**config.mk**
```make
export PLATFORM = sky130hd
export DESIGN_NAME = jac_dbl_seq
export DESIGN_NICKNAME = d
export VERILOG_FILES = /design/src/rtl/dbl_pkg.sv /design/src/rtl/dbl_rom.sv /design/src/rtl/mod_addsub.sv /design/src/rtl/mod_mul.sv /design/src/rtl/jac_dbl_seq.sv
export SDC_FILE = /design/constraint.sdc
export NUM_CORES = 1
export LEC_CHECK = 0
export ABC_CLOCK_PERIOD_IN_PS = 9080
export CAP_MARGIN = 30
export CORE_ASPECT_RATIO = 0.9
export CORE_MARGIN = 2
export CORE_UTILIZATION = 50
export CTS_CLUSTER_SIZE = 28
export DETAILED_ROUTE_END_ITERATION = 12
export PLACE_DENSITY = 0.7
export SYNTH_ARGS = -nofsm -noshare
export SYNTH_HDL_FRONTEND = slang
export SYNTH_SLANG_ARGS = --single-unit
```
**constraint.sdc**
```tcl
create_clock -name clk -period 9.08 [get_ports clk]
set_clock_uncertainty 0.15 [all_clocks]
set_input_delay 1.816 -clock clk [delete_from_list [all_inputs] [get_ports clk]]
set_output_delay 1.816 -clock clk [all_outputs]
set_load 0.03 [all_outputs]
```
**src/rtl/dbl_pkg.sv**
```systemverilog
package dbl_pkg;

   typedef enum logic [1:0] {
      OP_ADD = 2'd0,
      OP_SUB = 2'd1,
      OP_MUL = 2'd2
   } op_e;

   typedef enum logic [3:0] {
      RG_XI  = 4'd0,
      RG_YI  = 4'd1,
      RG_ZI  = 4'd2,
      RG_T1  = 4'd3,
      RG_T2  = 4'd4,
      RG_T3  = 4'd5,
      RG_T4  = 4'd6,
      RG_T5  = 4'd7,
      RG_XO  = 4'd8,
      RG_YO  = 4'd9,
      RG_ZO  = 4'd10,
      RG_HLF = 4'd11
   } reg_e;

   localparam int NUM_REGS  = 12;
   localparam int NUM_STEPS = 18;
   localparam int NUM_MULS  = 9;

   typedef struct packed {
      op_e  op;
      reg_e dst;
      reg_e sa;
      reg_e sb;
   } uop_t;

   function automatic uop_t mk_uop(op_e op, reg_e dst, reg_e sa, reg_e sb);
      uop_t u;
      u.op  = op;
      u.dst = dst;
      u.sa  = sa;
      u.sb  = sb;
      return u;
   endfunction

endpackage

```
**src/rtl/dbl_rom.sv**
```systemverilog
module dbl_rom
   import dbl_pkg::*;
#(
   parameter int PCW = 5
) (
   input  logic [PCW-1:0] pc,
   output uop_t           uop
);

   if (PCW < $clog2(NUM_STEPS)) begin : g_bad_pcw
      $error("dbl_rom: PCW too narrow for the program");
   end

   always_comb begin
      case (pc)
         PCW'(0):  uop = mk_uop(OP_MUL, RG_T1, RG_ZI, RG_ZI);
         PCW'(1):  uop = mk_uop(OP_SUB, RG_T2, RG_XI, RG_T1);
         PCW'(2):  uop = mk_uop(OP_ADD, RG_T3, RG_XI, RG_T1);
         PCW'(3):  uop = mk_uop(OP_MUL, RG_T4, RG_T3, RG_T2);
         PCW'(4):  uop = mk_uop(OP_ADD, RG_T1, RG_T4, RG_T4);
         PCW'(5):  uop = mk_uop(OP_ADD, RG_T2, RG_T1, RG_T4);
         PCW'(6):  uop = mk_uop(OP_ADD, RG_YO, RG_YI, RG_YI);
         PCW'(7):  uop = mk_uop(OP_MUL, RG_ZO, RG_ZI, RG_YO);
         PCW'(8):  uop = mk_uop(OP_MUL, RG_T1, RG_YO, RG_YO);
         PCW'(9):  uop = mk_uop(OP_MUL, RG_T3, RG_XI, RG_T1);
         PCW'(10): uop = mk_uop(OP_MUL, RG_T4, RG_T1, RG_T1);
         PCW'(11): uop = mk_uop(OP_MUL, RG_T5, RG_T4, RG_HLF);
         PCW'(12): uop = mk_uop(OP_MUL, RG_T4, RG_T2, RG_T2);
         PCW'(13): uop = mk_uop(OP_ADD, RG_T1, RG_T3, RG_T3);
         PCW'(14): uop = mk_uop(OP_SUB, RG_XO, RG_T4, RG_T1);
         PCW'(15): uop = mk_uop(OP_SUB, RG_T1, RG_T3, RG_XO);
         PCW'(16): uop = mk_uop(OP_MUL, RG_T3, RG_T1, RG_T2);
         PCW'(17): uop = mk_uop(OP_SUB, RG_YO, RG_T3, RG_T5);
         default:  uop = mk_uop(OP_ADD, RG_T1, RG_T1, RG_T1);
      endcase
   end

endmodule

```
**src/rtl/mod_addsub.sv**
```systemverilog
module mod_addsub #(
   parameter int           W = 16,
   parameter logic [W-1:0] Q = 16'hFFF1
) (
   input  logic [W-1:0] a,
   input  logic [W-1:0] b,
   input  logic         sub,
   output logic [W-1:0] y
);

   logic [W:0]   sum_raw;
   logic [W:0]   sum_red;
   logic [W-1:0] dif_raw;

   always_comb begin
      sum_raw = {1'b0, a} + {1'b0, b};
      sum_red = sum_raw - {1'b0, Q};
      dif_raw = a - b;
      if (sub) begin
         // a-b+Q taken modulo 2^W gives the true residue when a < b
         y = (a >= b) ? dif_raw : dif_raw + Q;
      end else begin
         y = (sum_raw >= {1'b0, Q}) ? sum_red[W-1:0] : sum_raw[W-1:0];
      end
   end

endmodule

```
**src/rtl/mod_mul.sv**
```systemverilog
module mod_mul #(
   parameter int           W = 16,
   parameter logic [W-1:0] Q = 16'hFFF1
) (
   input  logic         clk,
   input  logic         rst_n,
   input  logic         go,
   input  logic [W-1:0] a,
   input  logic [W-1:0] b,
   output logic         done,
   output logic [W-1:0] p
);

   localparam int CW = $clog2(W + 1);

   logic [W-1:0] acc;
   logic [W-1:0] mcand;
   logic [W-1:0] mplier;
   logic [CW-1:0] cnt;
   logic          busy;

   logic [W:0]   dbl_raw;
   logic [W:0]   dbl_red;
   logic [W:0]   add_raw;
   logic [W:0]   add_red;

   always_comb begin
      dbl_raw = {acc, 1'b0};
      dbl_red = (dbl_raw >= {1'b0, Q}) ? dbl_raw - {1'b0, Q} : dbl_raw;
      add_raw = dbl_red + (mplier[W-1] ? {1'b0, mcand} : '0);
      add_red = (add_raw >= {1'b0, Q}) ? add_raw - {1'b0, Q} : add_raw;
   end

   always_ff @(posedge clk) begin
      if (!rst_n) begin
         acc    <= '0;
         mcand  <= '0;
         mplier <= '0;
         cnt    <= '0;
         busy   <= 1'b0;
         done   <= 1'b0;
      end else begin
         done <= 1'b0;
         if (go && !busy) begin
            acc    <= '0;
            mcand  <= a;
            mplier <= b;
            cnt    <= CW'(W);
            busy   <= 1'b1;
         end else if (busy) begin
            acc    <= add_red[W-1:0];
            mplier <= {mplier[W-2:0], 1'b0};
            cnt    <= cnt - 1'b1;
            if (cnt == CW'(1)) begin
               busy <= 1'b0;
               done <= 1'b1;
            end
         end
      end
   end

   assign p = acc;

   assert_mul_range_R5: assert property (@(posedge clk) disable iff (!rst_n)
      done |-> (p < Q));

   assert_mul_go_idle_R7: assert property (@(posedge clk) disable iff (!rst_n)
      go |-> !busy);

endmodule

```
**src/rtl/jac_dbl_seq.sv**
```systemverilog
module jac_dbl_seq
   import dbl_pkg::*;
#(
   parameter int           W    = 16,
   parameter logic [W-1:0] Q    = 16'hFFF1,
   parameter logic [W-1:0] INV2 = W'(({1'b0, Q} + 1'b1) >> 1)
) (
   input  logic         clk,
   input  logic         rst_n,
   input  logic         start,
   input  logic [W-1:0] in_x,
   input  logic [W-1:0] in_y,
   input  logic [W-1:0] in_z,
   output logic         done,
   output logic [W-1:0] out_x,
   output logic [W-1:0] out_y,
   output logic [W-1:0] out_z
);

   localparam int PCW = $clog2(NUM_STEPS);

   if (W < 3) begin : g_bad_w
      $error("jac_dbl_seq: W must be at least 3");
   end
   if (Q[0] == 1'b0 || Q < 3) begin : g_bad_q
      $error("jac_dbl_seq: Q must be an odd prime of at least 3");
   end
   if (((({1'b0, INV2}) << 1) % {1'b0, Q}) != 1) begin : g_bad_inv
      $error("jac_dbl_seq: INV2 is not the inverse of two modulo Q");
   end

   typedef enum logic [1:0] {S_IDLE, S_EXEC, S_MWAIT, S_DONE} st_e;

   st_e            state;
   logic [PCW-1:0] pc;
   uop_t           uop;
   logic [W-1:0]   rf [NUM_REGS];
   logic [W-1:0]   opa;
   logic [W-1:0]   opb;
   logic [W-1:0]   alu_y;
   logic [W-1:0]   mul_p;
   logic           mul_done;
   logic           mul_go;
   logic           wr_en;
   logic [W-1:0]   wr_data;
   logic           load;
   logic           last;

   dbl_rom #(.PCW(PCW)) u_rom (
      .pc  (pc),
      .uop (uop)
   );

   assign opa = rf[uop.sa];
   assign opb = rf[uop.sb];

   mod_addsub #(.W(W), .Q(Q)) u_addsub (
      .a   (opa),
      .b   (opb),
      .sub (uop.op == OP_SUB),
      .y   (alu_y)
   );

   assign mul_go = (state == S_EXEC) && (uop.op == OP_MUL);

   mod_mul #(.W(W), .Q(Q)) u_mul (
      .clk   (clk),
      .rst_n (rst_n),
      .go    (mul_go),
      .a     (opa),
      .b     (opb),
      .done  (mul_done),
      .p     (mul_p)
   );

   assign load    = (state == S_IDLE) && start;
   assign last    = (pc == PCW'(NUM_STEPS - 1));
   assign wr_en   = ((state == S_EXEC) && (uop.op != OP_MUL)) ||
                    ((state == S_MWAIT) && mul_done);
   assign wr_data = (state == S_MWAIT) ? mul_p : alu_y;

   // register file: the halving constant is a fixed entry, the rest are flops
   for (genvar gi = 0; gi < NUM_REGS; gi++) begin : g_rf
      if (gi == int'(RG_HLF)) begin : g_const
         assign rf[gi] = INV2;
      end else begin : g_flop
         logic         ld_en;
         logic [W-1:0] ld_val;
         if (gi == int'(RG_XI)) begin : g_lx
            assign ld_en  = load;
            assign ld_val = in_x;
         end else if (gi == int'(RG_YI)) begin : g_ly
            assign ld_en  = load;
            assign ld_val = in_y;
         end else if (gi == int'(RG_ZI)) begin : g_lz
            assign ld_en  = load;
            assign ld_val = in_z;
         end else begin : g_nold
            assign ld_en  = 1'b0;
            assign ld_val = '0;
         end
         always_ff @(posedge clk) begin
            if (!rst_n) begin
               rf[gi] <= '0;
            end else if (ld_en) begin
               rf[gi] <= ld_val;
            end else if (wr_en && (uop.dst == reg_e'(gi))) begin
               rf[gi] <= wr_data;
            end
         end
      end
   end

   always_ff @(posedge clk) begin
      if (!rst_n) begin
         state <= S_IDLE;
         pc    <= '0;
      end else begin
         case (state)
            S_IDLE: begin
               if (start) begin
                  pc    <= '0;
                  state <= S_EXEC;
               end
            end
            S_EXEC: begin
               if (uop.op == OP_MUL) begin
                  state <= S_MWAIT;
               end else if (last) begin
                  state <= S_DONE;
               end else begin
                  pc <= pc + 1'b1;
               end
            end
            S_MWAIT: begin
               if (mul_done) begin
                  if (last) begin
                     state <= S_DONE;
                  end else begin
                     pc    <= pc + 1'b1;
                     state <= S_EXEC;
                  end
               end
            end
            default: state <= S_IDLE;
         endcase
      end
   end

   assign done  = (state == S_DONE);
   assign out_x = rf[RG_XO];
   assign out_y = rf[RG_YO];
   assign out_z = rf[RG_ZO];

   assert_done_single_R6: assert property (@(posedge clk) disable iff (!rst_n)
      done |=> !done);

   assert_idle_hold_R9: assert property (@(posedge clk) disable iff (!rst_n)
      (state == S_IDLE && !start) |=> ($stable(out_x) && $stable(out_y) && $stable(out_z)));

   assert_alu_range_R5: assert property (@(posedge clk) disable iff (!rst_n)
      (state == S_EXEC && uop.op != OP_MUL) |-> (alu_y < Q));

   assert_wait_on_mul_R7: assert property (@(posedge clk) disable iff (!rst_n)
      (state == S_MWAIT) |-> (uop.op == OP_MUL));

endmodule

```
; Word level (Yosys, flattened, before mapping)
; Memory sizes are Yosys's and may differ from the RTL's. A register that Yosys moved wholly into a read port is not among the register bits.
; Index checks and enable logic that the tools add are counted.
[classes]
eq_ne = 22
bitwise_logic = 4
n_lt_le_gt_ge = 6
reduce_logical = 29
mux = 40
addsub = 9
[op_table]
columns = operator, count
row1 = 2-to-1 mux 16 bit, 18
row2 = binary-select mux 16 bit (select 4 bit), 2
row3 = >= comparator 17 x 16 -> 1 bit (second input constant), 3
row4 = 2-to-1 mux 5 bit, 8
row5 = subtractor 16 bit (second input constant), 2
row6 = adder 16 x 16 -> 17 bit, 1
row7 = adder 17 x 16 -> 17 bit, 1
row8 = 2-to-1 mux 17 bit, 1
row9 = subtractor 17 x 16 -> 17 bit (second input constant), 1
row10 = adder 16 bit (second input constant), 1
row11 = equality test 4 x 3 -> 1 bit (second input constant), 4
row12 = >= comparator 16 bit, 1
row13 = logical AND 1 bit, 16
row14 = subtractor 16 bit, 1
row15 = one-hot mux 5 bit (3 select lines), 1
row16 = equality test 4 bit (second input constant), 3
row17 = >= comparator 5 bit (second input constant), 2
row18 = 2-to-1 mux 2 bit, 5
row19 = inverter 4 -> 5 bit, 2
row20 = equality test 4 x 2 -> 1 bit (second input constant), 2
row21 = nonzero test 2 bit, 4
row22 = equality test 2 bit (second input constant), 3
row23 = inequality test 2 bit (second input constant), 3
row24 = one-hot mux 2 bit (3 select lines), 1
row25 = 19 further kinds, 24
[word_totals]
output_inout_bits = 49
register_bits = 238
mem_count = 1
rom_bits = 448
elab_cells = 131
[memory_table]
columns = name, words, word_bits, rd, rd_clocked_by_memory_dff, write_ports, line
row1 = (name not given), 32, 14, 1, 1, 0, dbl_rom.sv:15  ; case (pc)

; Longest topological paths before layout
[logic_depth]
ltp_word = 11
ltp_mapped = 22
mapped_depth_nobuf = 21

; Modules after synthesis
; From an unflattened synthesis, not the netlist that was laid out.
[unflattened]
hier_cells = 2212
area_unflattened_um2 = 18530.3
[by_module_without_submodules]
columns = module, cells_per_inst, area_per_inst_um2, instances
row1 = jac_dbl_seq, 1200, 10941.7, 1
row2 = mod_mul, 520, 4096.4, 1
row3 = mod_addsub, 420, 2956.6, 1
row4 = dbl_rom, 72, 535.5, 1

; Least setup slack after synthesis
; No wires, ideal clock.
[synth_path]
path_type = register -> register
start = reg, netlist name u_rom.uop[1]
end = reg rf[151] (netlist name)
setup_ps = 120
required_ps = 8810
arrival_ps = 5336
synth_period_minus_slack_ps = 5606
path_stages_with_launch = 20
path_slack_ps = 3474
cell_sequence = dfxtp_1 -> clkbuf_1 -> buf_1 -> mux4_2 -> mux2i_1 -> o32a_1 -> ha_1 -> buf_6 -> nor3_2 -> a21bo_2 -> a2111oi_4 -> nor3_1 -> and4_4 -> a2111oi_4 -> a31oi_4 -> or3_1 -> a311o_1 -> buf_6 -> a221oi_2 -> nor2_1
[synth_via]
elab_chain_cells = 11
[synth_lines]
columns = element, line
row1 = inverter 4 -> 5 bit (not written as such) (*), jac_dbl_seq.sv:55  ; assign opb = rf[uop.sb];
row2 = binary-select mux 16 bit (select 4 bit) (*), jac_dbl_seq.sv:55
row3 = 2-to-1 mux 16 bit (not written as such) (*) (2 in series), jac_dbl_seq.sv:55
row4 = adder 16 x 16 -> 17 bit / subtractor 16 bit (equally long branches), "mod_addsub.sv:16, mod_addsub.sv:18"
row5 = "subtractor 16 bit, or another cell as far along", mod_addsub.sv:17  ; sum_red = sum_raw - {1'b0, Q};
row6 = 2-to-1 mux 16 bit (on tied branches), "mod_addsub.sv:23, mod_addsub.sv:21"
row7 = 2-to-1 mux 16 bit (*), mod_addsub.sv:19  ; if (sub) begin
row8 = 2-to-1 mux 16 bit (*), jac_dbl_seq.sv:80  ; assign wr_data = (state == S_MWAIT) ? mul_p : alu_y;
row9 = 2-to-1 mux 16 bit (*), jac_dbl_seq.sv:107  ; end else if (wr_en && (uop.dst == reg_e'(gi))) begin
row10 = 2-to-1 mux 16 bit (*), jac_dbl_seq.sv:105  ; end else if (ld_en) begin
row11 = "to (signal, indexed assignment)", jac_dbl_seq.sv:106  ; rf[gi] <= ld_val;
row12 = "to (signal, indexed assignment)", jac_dbl_seq.sv:108  ; rf[gi] <= wr_data;
row13 = to (decl), jac_dbl_seq.sv:37  ; logic [W-1:0] rf [NUM_REGS];
; Mark *: on every way between the ends. The rest lies on a longest branch, timed or not. The select of a mux whose other input is x is not followed.
; A chain may end at the register's enable or synchronous reset.

; Final worst setup path
[layout_path]
start = reg, netlist name u_rom.uop[5]
end = reg rf[148] (netlist name)
[layout_via]
elab_chain_cells = 11
[layout_lines]
columns = element, line
row1 = inverter 4 -> 5 bit (not written as such) (*), jac_dbl_seq.sv:54  ; assign opa = rf[uop.sa];
row2 = binary-select mux 16 bit (select 4 bit) (*), jac_dbl_seq.sv:54
row3 = 2-to-1 mux 16 bit (not written as such) (*) (2 in series), jac_dbl_seq.sv:54
row4 = net opa[4], jac_dbl_seq.sv:38  ; logic [W-1:0] opa;
row5 = adder 16 x 16 -> 17 bit / subtractor 16 bit (equally long branches), "mod_addsub.sv:16, mod_addsub.sv:18"
row6 = "subtractor 16 bit, or another cell as far along", mod_addsub.sv:17
row7 = 2-to-1 mux 16 bit (on tied branches), "mod_addsub.sv:23, mod_addsub.sv:21"
row8 = 2-to-1 mux 16 bit (*), mod_addsub.sv:19
row9 = 2-to-1 mux 16 bit (*), jac_dbl_seq.sv:80
row10 = 2-to-1 mux 16 bit (*), jac_dbl_seq.sv:107
row11 = 2-to-1 mux 16 bit (*), jac_dbl_seq.sv:105
; Mark *: on every way through the listed nets, which the timed path passes. The rest lies on a longest branch. The select of a mux whose other input is x is not followed.

==> metrics.txt <==
run status complete, no violations; Tot GR Track Use 34.1%; weighted congestion at the end of routability-driven global placement 1.02; synthesized cell area 0.0178 sq mm; cells traversed along the worst timing path buf_4 > mux4_2 > mux2i_1 > o21ai_0 > ha_1 > and2b_4 > a211oi_1 > a2111oi_4 > nor3_1 > a311oi_1 > a2111oi_4 > nand2_1 > o41ai_1 > o31a_1 > a21o_1 > a21oi_1; number of fill cells between 3000 and 4000; Initial DRC Count 2162; die width ~200 um; Clock Latency Late Sink 0.60 ns; Critical Path RT 9.37 ns; total of hold buffers inserted after clock tree synthesis 0; Min-Delay Path Depth 2; largest fanout on the critical path 26; Hold Vio Cnt, Final 0; worst flop-to-flop path startpoint u_rom.uop[5]; die footprint 0.0371 sq mm; post-route fraction of the period consumed by the critical path approximately four fifths; Max clock buf depth 3; tightest slew margin relative to the limit 30.2%; number of antenna violations at the first check in global routing 3; capture point of the worst reg-to-reg path rf[148]; Via-to-Cell Ratio 6.67; cell with the most instances after synthesis sky130_fd_sc_hd__dfxtp_1; dpl hpwl 48.5 mm; crit path max-delay cell type sky130_fd_sc_hd__dfxtp_2; peak per-stage delay on the critical path 0.86 ns; critical hold path startpoint rf[67]; number of enable-type register cells in the synthesized netlist 0; time the final worst path needs with I/O delays and setup 7.34 ns; number of buffers inserted during clock tree synthesis 28; total wirelength of the detailed-routed design 64.5 mm; max_cap viols 0; Congestion Overflow GR 0; area share of the largest cell type after synthesis ~28%; flop2flop setup slack approximately 1.7 ns; total number of clock tree sinks 252; worst reg-to-reg path cell count 16; fraction of final layout cells sized beyond drive strength 1 a little over a tenth; end of the worst hold path rf[67]; global-route wire length before repair 97.6 mm; vertical extent of the die 183 um; largest cells by area after synthesis sky130_fd_sc_hd__dfxtp_1, sky130_fd_sc_hd__mux4_2, sky130_fd_sc_hd__o21ai_0, sky130_fd_sc_hd__nor2_1, sky130_fd_sc_hd__ha_1; worst min path class flip-flop to flip-flop; most instantiated flip-flop cell in the synthesis netlist sky130_fd_sc_hd__dfxtp_1; number of search-and-repair iterations in the first detailed-routing pass 6; number of port buffers 99; CTS tree yes; reported leakage power around 7 nW; Yosys warning count 0; total nets after synthesis 2311; number of global-route vias before repair 15825; maximum number of pins on one net before global-route repair 93; synthesized flop and latch total 252; post-detailed-placement cell area about 0.019 sq mm; count of unresolved DRC violations after routing 0; cell type contributing the most total cell area after synthesis sky130_fd_sc_hd__dfxtp_1; Net count, final 2277; starting density of the core 50.7%; Commonest cells post-synth sky130_fd_sc_hd__dfxtp_1, sky130_fd_sc_hd__nor2_1, sky130_fd_sc_hd__o21ai_0; type of element launching the critical path flip-flop; number of library cell types mapped by synthesis 87; number of gates resized after cts 0; num ports 100; Fin Setup TNS 0 ns; Fin Hold WS 0.331 ns; actual transition at the worst max-transition pin between 1 and 1.5 ns; number of standard cells after synthesis 2185; root buf cell sky130_fd_sc_hd__clkbuf_16; kind of end point of the critical path flip-flop; asr flop ratio synth 0%; DR vias 17617; PD cells 325 mW/mm^2; Final ANT Viol Nets 0; Critical Setup Path Class flip-flop to flip-flop; number of max-slew violations in the final report 0; post-synthesis to final-layout area growth 10.7%; most frequent cell on the critical path sky130_fd_sc_hd__a2111oi_4; clock edge transition at the registers on the reported setup and hold paths roughly 0.070 ns; sequential cell area fraction in the yosys report 28.4%; Post-Synthesis Mean Instance Area 8.13 sq um; std cell rows 65; setup repair after global routing missed its margin false; postcts setup bufs 0; number of failing setup endpoints in the final timing report 0; post-route cell area 0.0197 sq mm; data arrival time of the critical path 7.64 ns; Max Freq 136 MHz; worst IR drop on VDD ~200 uV; core region area ~0.035 sq mm; detail-routed net length per standard cell around 24 um; H-tree lvl count 1
-- where the power goes --
part,internal [mW],switching (mW)
clock network,0.642,0.503
registers,1.29,0.249
logic,1.24,2.47
total,3.17,3.22
-- area by class of cell --
| type | count | area [sq um] | share of cell area, % |
|---|---|---|---|
| flip-flops and latches | 252 | 5050 | 25.7 |
| multi-input cells | 1650 | 11500 | 58.4 |
| repair buffers | 144 | 1340 | 6.78 |
| diodes | 1 | 2.50 | 0.0127 |
| clock buffers | 37 | 785 | 3.99 |
| well taps | 469 | 587 | 2.98 |
| inverters | 75 | 282 | 1.43 |
| clock inverters | 15 | 143 | 0.725 |
-- critical path: cells and delay by family (launching register included) --
kind / cells / cell delay, ns
buffers and inverters: 1 / 0.37
AO/OA/AOI/OAI: 9 / 3.41
AND/OR/NAND/NOR: 3 / 0.74
flip-flops: 1 / 0.86
adder cells (fa/ha/maj): 1 / 0.75
multiplexers: 2 / 0.87
-- through the flow --
stage          std cells  utilization, %  power [mW]  setup slack (ns)
2_1_floorplan       2185               -        3.93              3.47
5_1_grt             2642            56.1        6.69              1.65
4_1_cts             2641            56.1        6.26              2.01
3_3_place_gp        2586            53.4        5.08              1.67
6_report            2643            56.1        6.39              1.74
3_5_place_dp        2589            53.5        5.11              2.06
-- cells by family after synthesis --
group | share of synthesized area (%)
mux | 11.5
compound gates | 25.3
buf+inv | 7.20
fa+ha+maj | 5.41
flops | 28.4
xor+xnor | 3.45
simple gates | 18.7
-- flip-flops by register name (all words and copies together), names as in the netlist --
name,flops
u_mul.busy,1
pc,5
u_mul.done,1
u_rom.uop,14
out_z,16
u_mul.p,16
u_mul.mplier,16
out_y,16
u_mul.mcand,16
rf,128
state,2
out_x,16
u_mul.cnt,5
-- per-layer routing --
metal | vias to the layer above | GRT usage, % | share of wire [%]
li1 | 7933 | - | -
met1 | 8447 | 48.6 | 43
met2 | 1084 | 51.1 | 43
met3 | 149 | 6.49 | 10
met4 | 4 | 13.1 | 4.1
met5 | - | 0 | 0.037
-- placed cells by master (no fill, tap or decap), types with 30 or more instances in the layout --
cell                              count
sky130_fd_sc_hd__a211oi_1            80
sky130_fd_sc_hd__a21oi_1            177
sky130_fd_sc_hd__buf_4               43
sky130_fd_sc_hd__clkdlybuf4s50_1     98
sky130_fd_sc_hd__dfxtp_1            247
sky130_fd_sc_hd__ha_1                72
sky130_fd_sc_hd__inv_1               70
sky130_fd_sc_hd__mux2i_1             46
sky130_fd_sc_hd__mux4_2              64
sky130_fd_sc_hd__nand2_1            132
sky130_fd_sc_hd__nand2b_1            30
sky130_fd_sc_hd__nand3_1             83
sky130_fd_sc_hd__nor2_1             243
sky130_fd_sc_hd__nor2b_1             31
sky130_fd_sc_hd__nor3_1              53
sky130_fd_sc_hd__o21ai_0            196
sky130_fd_sc_hd__xnor2_1             47
-- how the worst max path moves through the flow --
stage | from | to | cells past startpoint
detailed placement | u_rom.uop[5] | rf[164] | 16
finish | u_rom.uop[5] | rf[148] | 16
floorplan | u_rom.uop[1] | rf[151] | 19
CTS | u_rom.uop[5] | rf[183] | 16
global placement | u_rom.uop[5] | rf[184] | 16
global route | u_rom.uop[5] | rf[183] | 16
Power figures use the tool's default switching activity.
